## src/rtl/shared_irq_pkg.sv

```systemverilog
package shared_irq_pkg;

    typedef enum logic [1:0] {
        ST_ARMED    = 2'd0,
        ST_PULSE    = 2'd1,
        ST_DISARMED = 2'd2
    } arm_state_t;

    localparam int unsigned REARM_BASE_ADDR = 32'h0000_02F0;
    localparam int unsigned LEVEL_MIN       = 2;
    localparam int unsigned LEVEL_MAX       = 7;

endpackage

```

## src/rtl/sirq_rearm_decode.sv

```systemverilog
module sirq_rearm_decode #(
    parameter int unsigned ADDR_W = 16,
    parameter int unsigned LEVEL  = 3
) (
    input  logic              io_wr,
    input  logic [ADDR_W-1:0] io_addr,
    output logic              rearm_hit
);
    import shared_irq_pkg::*;

    localparam logic [ADDR_W-1:0] HIT_ADDR = ADDR_W'(REARM_BASE_ADDR + LEVEL);

    generate
        if (LEVEL >= LEVEL_MIN && LEVEL <= LEVEL_MAX) begin : g_level_ok
            assign rearm_hit = io_wr && (io_addr == HIT_ADDR);
        end else begin : g_level_none
            // An unsupported level has no rearm address: the block never rearms.
            assign rearm_hit = 1'b0;
        end
    endgenerate

endmodule

```

## src/rtl/sirq_pulse_timer.sv

```systemverilog
module sirq_pulse_timer #(
    parameter int unsigned PULSE_LEN = 1
) (
    input  logic clk,
    input  logic rst_n,
    input  logic load,
    input  logic run,
    output logic expired
);
    localparam int unsigned CNT_W = (PULSE_LEN > 1) ? $clog2(PULSE_LEN) : 1;
    localparam logic [CNT_W-1:0] LOAD_VAL = CNT_W'(PULSE_LEN - 1);

    logic [CNT_W-1:0] remain;

    always_ff @(posedge clk) begin
        if (!rst_n) begin
            remain <= '0;
        end else if (load) begin
            remain <= LOAD_VAL;
        end else if (run && remain != '0) begin
            remain <= remain - 1'b1;
        end
    end

    assign expired = (remain == '0);

    // A freshly loaded pulse never reports done before its first drive cycle.
    assert_timer_load_R2: assert property (@(posedge clk) disable iff (!rst_n)
        load |=> (remain == LOAD_VAL));

endmodule

```

## src/rtl/sirq_arm_fsm.sv

```systemverilog
module sirq_arm_fsm (
    input  logic clk,
    input  logic rst_n,
    input  logic irq_cond,
    input  logic irq_enable,
    input  logic line_high,
    input  logic rearm_hit,
    input  logic pulse_expired,
    output logic pulse_load,
    output logic pulse_run,
    output logic drive_low
);
    import shared_irq_pkg::*;

    arm_state_t state, state_nx;

    always_ff @(posedge clk) begin
        if (!rst_n) state <= ST_ARMED;
        else        state <= state_nx;
    end

    always_comb begin
        state_nx = state;
        unique case (state)
            ST_ARMED: begin
                if (!line_high)                   state_nx = ST_DISARMED; // line_seen_low
                else if (irq_enable && irq_cond)  state_nx = ST_PULSE;    // req_fire
            end
            ST_PULSE: begin
                if (pulse_expired || !irq_enable) state_nx = ST_DISARMED; // pulse_done / pulse_abort
            end
            ST_DISARMED: begin
                if (rearm_hit)                    state_nx = ST_ARMED;    // rearm_hit
            end
            default:                              state_nx = ST_DISARMED;
        endcase
    end

    always_comb begin
        pulse_load = (state == ST_ARMED) && (state_nx == ST_PULSE);
        pulse_run  = (state == ST_PULSE);
        drive_low  = (state == ST_PULSE) && irq_enable;
    end

    assert_fire_R2: assert property (@(posedge clk) disable iff (!rst_n)
        (state == ST_ARMED && line_high && irq_enable && irq_cond) |=> drive_low || !irq_enable);

    assert_holdoff_R3: assert property (@(posedge clk) disable iff (!rst_n)
        (state == ST_DISARMED && !rearm_hit) |=> !drive_low);

    assert_disarm_on_low_R4: assert property (@(posedge clk) disable iff (!rst_n)
        (state == ST_ARMED && !line_high) |=> (state == ST_DISARMED));

    assert_rearm_R5: assert property (@(posedge clk) disable iff (!rst_n)
        (state == ST_DISARMED && rearm_hit) |=> (state == ST_ARMED));

    assert_enable_gate_R7: assert property (@(posedge clk) disable iff (!rst_n)
        (!irq_enable && state != ST_PULSE) |=> !drive_low);

endmodule

```

## src/rtl/shared_irq_arm.sv

```systemverilog
module shared_irq_arm #(
    parameter int unsigned ADDR_W    = 16,
    parameter int unsigned LEVEL     = 3,
    parameter int unsigned PULSE_LEN = 1
) (
    input  logic              clk,
    input  logic              rst_n,
    input  logic              irq_cond,
    input  logic              irq_enable,
    input  logic              line_high,
    input  logic              io_wr,
    input  logic [ADDR_W-1:0] io_addr,
    output logic              pull_low
);
    logic rearm_hit;
    logic pulse_load;
    logic pulse_run;
    logic pulse_expired;

    sirq_rearm_decode #(.ADDR_W(ADDR_W), .LEVEL(LEVEL)) i_decode (
        .io_wr     (io_wr),
        .io_addr   (io_addr),
        .rearm_hit (rearm_hit)
    );

    sirq_pulse_timer #(.PULSE_LEN(PULSE_LEN)) i_timer (
        .clk     (clk),
        .rst_n   (rst_n),
        .load    (pulse_load),
        .run     (pulse_run),
        .expired (pulse_expired)
    );

    sirq_arm_fsm i_fsm (
        .clk           (clk),
        .rst_n         (rst_n),
        .irq_cond      (irq_cond),
        .irq_enable    (irq_enable),
        .line_high     (line_high),
        .rearm_hit     (rearm_hit),
        .pulse_expired (pulse_expired),
        .pulse_load    (pulse_load),
        .pulse_run     (pulse_run),
        .drive_low     (pull_low)
    );

endmodule

```

## config.mk

```make
export PLATFORM = sky130hd
export DESIGN_NAME = shared_irq_arm
export DESIGN_NICKNAME = d
export VERILOG_FILES = /design/src/rtl/shared_irq_pkg.sv /design/src/rtl/sirq_rearm_decode.sv /design/src/rtl/sirq_pulse_timer.sv /design/src/rtl/sirq_arm_fsm.sv /design/src/rtl/shared_irq_arm.sv
export SDC_FILE = /design/constraint.sdc
export NUM_CORES = 1
export LEC_CHECK = 0
export BUFFER_PORTS_ARGS = -buffer_cell sky130_fd_sc_hd__buf_4
export CAP_MARGIN = 10
export CORE_AREA = 2 2 39 41
export DETAILED_ROUTE_END_ITERATION = 8
export DIE_AREA = 0 0 41 43
export PLACE_DENSITY_LB_ADDON = 0.05
export SYNTH_ARGS = -nofsm -noshare
export SYNTH_HDL_FRONTEND = slang
export SYNTH_SLANG_ARGS = --single-unit
export TNS_END_PERCENT = 20
```

## constraint.sdc

```tcl
create_clock -name clk -period 1.5 [get_ports clk]
set_input_delay 0.3 -clock clk [delete_from_list [all_inputs] [get_ports clk]]
set_output_delay 0.3 -clock clk [all_outputs]
set_load 0.05 [all_outputs]
```

* Word-level counts from Yosys, hierarchy flattened *
Cells that the tools add are included.

operators by class
  equality and inequality tests = 4
  $lt $le $gt $ge = 0
  reductions and logical operators = 9
  bitwise gates (word level) = 2
  multiplexer cells = 5
  multipliers = 0
  shifts and indexed selects = 0
  $add $sub $neg = 1
  div/mod/pow operators = 0

operators by type and width
  operator                                         count
  == test 16 x 10 -> 1 bit, second input constant  1
  two-way mux 2 bit                                4
  case mux 2 bit (3 select lines)                  1
  logical AND 1 bit                                5
  == test 2 x 1 -> 1 bit, second input constant    2
  == test 2 bit, second input constant             1
  logical NOT 2 bit                                1
  inverter 1 bit                                   2
  OR reduction 2 bit                               1
  logical NOT 1 bit                                1
  logical OR 1 bit                                 1
  subtractor 1 bit, second input constant          1

storage, ports and cells
  memories kept = 0
  output and inout port bits = 1
  input port bits = 22
  latch bits = 0
  word-level logic and storage cells = 23
  memory bits (read-only) = 0
  memory bits (writable) = 0
  register bits = 3

* Logic depth before layout (Yosys ltp) *
  depth in word-level cells = 7
  gate-level depth with buffers = 3
  depth with buffers taken out = 3

* By module *
Synthesis repeated with hierarchy kept, for this count alone.

second synthesis, totals
  cells, all modules = 22
  area, all modules = 206.4 um^2

by module, submodules not included
  module             area each (um^2)  cells an instance  times used  seq. area each (um^2)
  sirq_arm_fsm       120.1             13                 1           40.0
  sirq_rearm_decode  50.0              6                  1           0.0
  sirq_pulse_timer   36.3              3                  1           20.0

* Least setup slack after synthesis *
OpenSTA, ideal clock, no wires.

  kind = flip-flop to output port
  start point = register i_fsm.state[1]
  end point = output port pull_low
  buffers on the path = 0
  path slack = 0.253 ns
  data required time = 1.200 ns
  stages on the path, launching flop included = 3
  arrival time = 0.947 ns
  cell sequence = dfxtp_1 and2b_2 and2_1

between the ends
  cells in the longest elaborated chain, start to end = 2

ends and longest elaborated chain
  what                      line                  source
  start: declaration        sirq_arm_fsm.sv:15    arm_state_t state, state_nx;
  start signal: assignment  sirq_arm_fsm.sv:19    else state <= state_nx;
  == test 2 x 1 -> 1 bit    sirq_arm_fsm.sv:42    drive_low = (state == ST_PULSE) && irq_enable;
  logical AND 1 bit         sirq_arm_fsm.sv:42
  end: declaration          shared_irq_arm.sv:13  output logic pull_low

No other way between the ends.

* Worst setup path after layout *
Same ends and word-level chain as after synthesis.

==> reports/metrics.cfg <==
[route]
top_layer_used = met4
vias = 291
drt-wirelength-per-cell_um = 10.5
wl_met3_um = 56
dr.first_iter.drc_count = 5
met2_length_um = 357
wirelength_um = 680
ant_nets = 0
m1WireLength_um = 254
first_pass_iters = 4
viasPerCell = 4.48
route.detailed.drc = 0

[synthesis]
synth_area_per_cell_um2 = 8.65
yosysTopAreaCell = dfxtp_1
synth.area.top_cells = dfxtp_1, a2111oi_2, nand4_1, o2111a_1, and4b_1
synth.net_count = 45
yosysUniqueCellTypes = 18
synthCells = 23
ys_ff_latch = 3
yosysTopAreaCellShare_pct = 30.2
yosysSeqAreaShare_pct = 30.2
yosys_warnings = 0
synth_area_um2 = 199

[setup_path]
reg2reg_depth = 3
reg2reg_from = i_fsm.state[1]$_SDFF_PN0_
crit_required_ps = 1200
cpMaxStageDelayCell = dfxtp_2
cpPeakStageDelay_ps = 350
cp-end-kind = output port
crit_fanout = 6
path_buf_inv = 1
crit_family = simple AND/OR/NAND/NOR gates
path_cells = and2b_2 > and2_1 > buf_4
cp-start-kind = flip-flop
reg2reg_slack_ps = 370
arrival_ps = 1140
worstSetupPathType = reg2out
r2r-end = i_fsm.state[1]$_SDFF_PN0_

[sta]
final.min_clock_period_ps = 1440
slew_violations = 0
fmax_ghz = 0.695
grt_setup_unrepaired = no
setup_violations = 0
post-route-period-util_pct = 96.0
setup-tns-final_ps = 0
slew_headroom_pct = 83.4
hold_viol = 0
skew_ps = 3.90
tightest_slew_ps = 245

[clock_network]
cts_root_buffer = clkbuf_4
clkSlewWorstSetupHoldPaths_ps = 30
ctsLongestPathBuffers = 2
cts_tree = built
clock_latency_ps = 230
cts_max_level = 1
post-cts-setup-buffers = 0
cts_sinks = 3
numCtsBuffers = 3

[pwr]
leakagePower_nw = 0.186
power.density_nw_per_um2 = 696
vdd_drop_max_v = 0.000169

[place]
gp_congestion = 0.613
dp_hpwl_um = 607
io_buffers = 22
dpl_cell_area_um2 = 384

[floorplan]
dieArea_um2 = 1760
fp.dieW_um = 41
fp-row-count = 14
core_area_um2 = 1380
start_util_pct = 14.4
io-pin-count = 23
die_h_um = 43

[finish]
fin_area_um2 = 412
multi_input_area_um2 = 131
ff_latch_area_um2 = 61.3
diodes = 0
drive_above_1_share_pct = 57.1
synthToLayoutAreaGrowth_pct = 107
fillCellCount = 146
fin_nets = 72

[min_path]
hold_depth = 3
min_path_type = in2reg
whs_endpoint = i_fsm.state[1]$_SDFF_PN0_
min_from = rst_n

[global_route]
grt_max_degree = 8
grt_usage_pct = 9.83
grt_pass1_vias = 305
grt_first_pass_wirelength_mm = 1.08
grt.overflow.total = 0
antenna_found_initial = 0

[job]
drv_cap = 0

[run_status]
status = finished, final reports clean

-- layer usage --
layer | vias up | GRT usage [%]
li1 | 144 | -
met1 | 127 | 8.97
met2 | 18 | 14.4
met3 | 2 | 4.71
met4 | 0 | 10.0
met5 | - | 0
-- worst register-to-register path, cell delays in order, from the launching register on --
cell and delay (ps):
dfxtp_2 330, nand3b_1 180, a2111oi_2 360, a311oi_1 130
-- cells by family after synthesis --
group                  after synthesis  synth area share (%)
AND/OR/NAND/NOR                     13                  41.5
AO/OA/AOI/OAI                        5                  24.5
flip-flops                           3                  30.2
buffers and inverters                2                  3.77
-- how the worst max path moves through the flow --
stage | startpoint | to | slack (ps) | depth (start not counted)
final | i_fsm.state[1]$_SDFF_PN0_ | pull_low | 60 | 3
after global routing | i_fsm.state[1]$_SDFF_PN0_ | pull_low | 4 | 3
after CTS | i_fsm.state[1]$_SDFF_PN0_ | pull_low | 40 | 3
after detailed placement | i_fsm.state[1]$_SDFF_PN0_ | pull_low | 240 | 3
after global placement | irq_enable | pull_low | 280 | 4
after floorplan | i_fsm.state[1]$_SDFF_PN0_ | pull_low | 250 | 2
-- synthesized netlist by cell type --
library cell  number
nand2_1            1
inv_1              2
and4b_1            1
nor3_1             2
nand2b_1           1
nor2_1             1
a21oi_1            1
nand4_1            2
a2111oi_2          1
a311oi_1           1
dfxtp_1            3
o2111a_1           1
nand3b_1           1
a221oi_1           1
nand3_1            1
nor4b_1            1
and2b_2            1
and2_1             1
-- power by group --
part           internal [mW]  total (mW)  switching, mW
registers             0.0834      0.0870        0.00363
logic                 0.0426      0.0590         0.0164
clock network         0.0996       0.141         0.0410
total                  0.226       0.287         0.0610
-- layout by cell type (no fill, tap or decap), drive strengths merged --
cell     Yosys  routed
dfxtp        3       3
clkbuf       0       4
nor3         2       2
nand3        1       1
a221oi       1       1
nand3b       1       1
and4b        1       1
and2         1       1
and2b        1       1
a21oi        1       1
buf          0      22
nand2        1       1
a2111oi      1       1
o2111a       1       1
nand2b       1       1
nor4b        1       1
nand4        2       2
a311oi       1       1
nor2         1       1
inv          2       2
-- flip-flops by register name (all words and copies together) (netlist names) --
signal          cells
i_fsm.state         2
i_timer.remain      1
-- per-stage QoR --
stage               utilization [%]  setup slack, ps  power, mW  hold WS, ps  cells
global route                   29.7             3.77      0.310          334     65
finish                         29.7             60.4      0.287          336     65
global placement               27.8              275      0.145          493     61
detailed placement             27.8              242      0.147          479     61
floorplan                         -              253      0.101          434     23
CTS                            29.7             41.6      0.297          326     65
-- final cells by class --
class                   instances  area share [%]
flip-flops and latches          3            14.9
multi-input cells              18            31.9
repair buffers                 22            40.1
clock buffers                   4            6.38
well taps                      16            4.86
inverters                       2            1.82
-- what timing repair did --
action                                  in CTS  in global routing
endpoints found under the setup margin       1                  0
hold buffers                                 0                  0
gates resized for setup                      1                  0
Note: power is estimated with default switching activity, not from simulation.
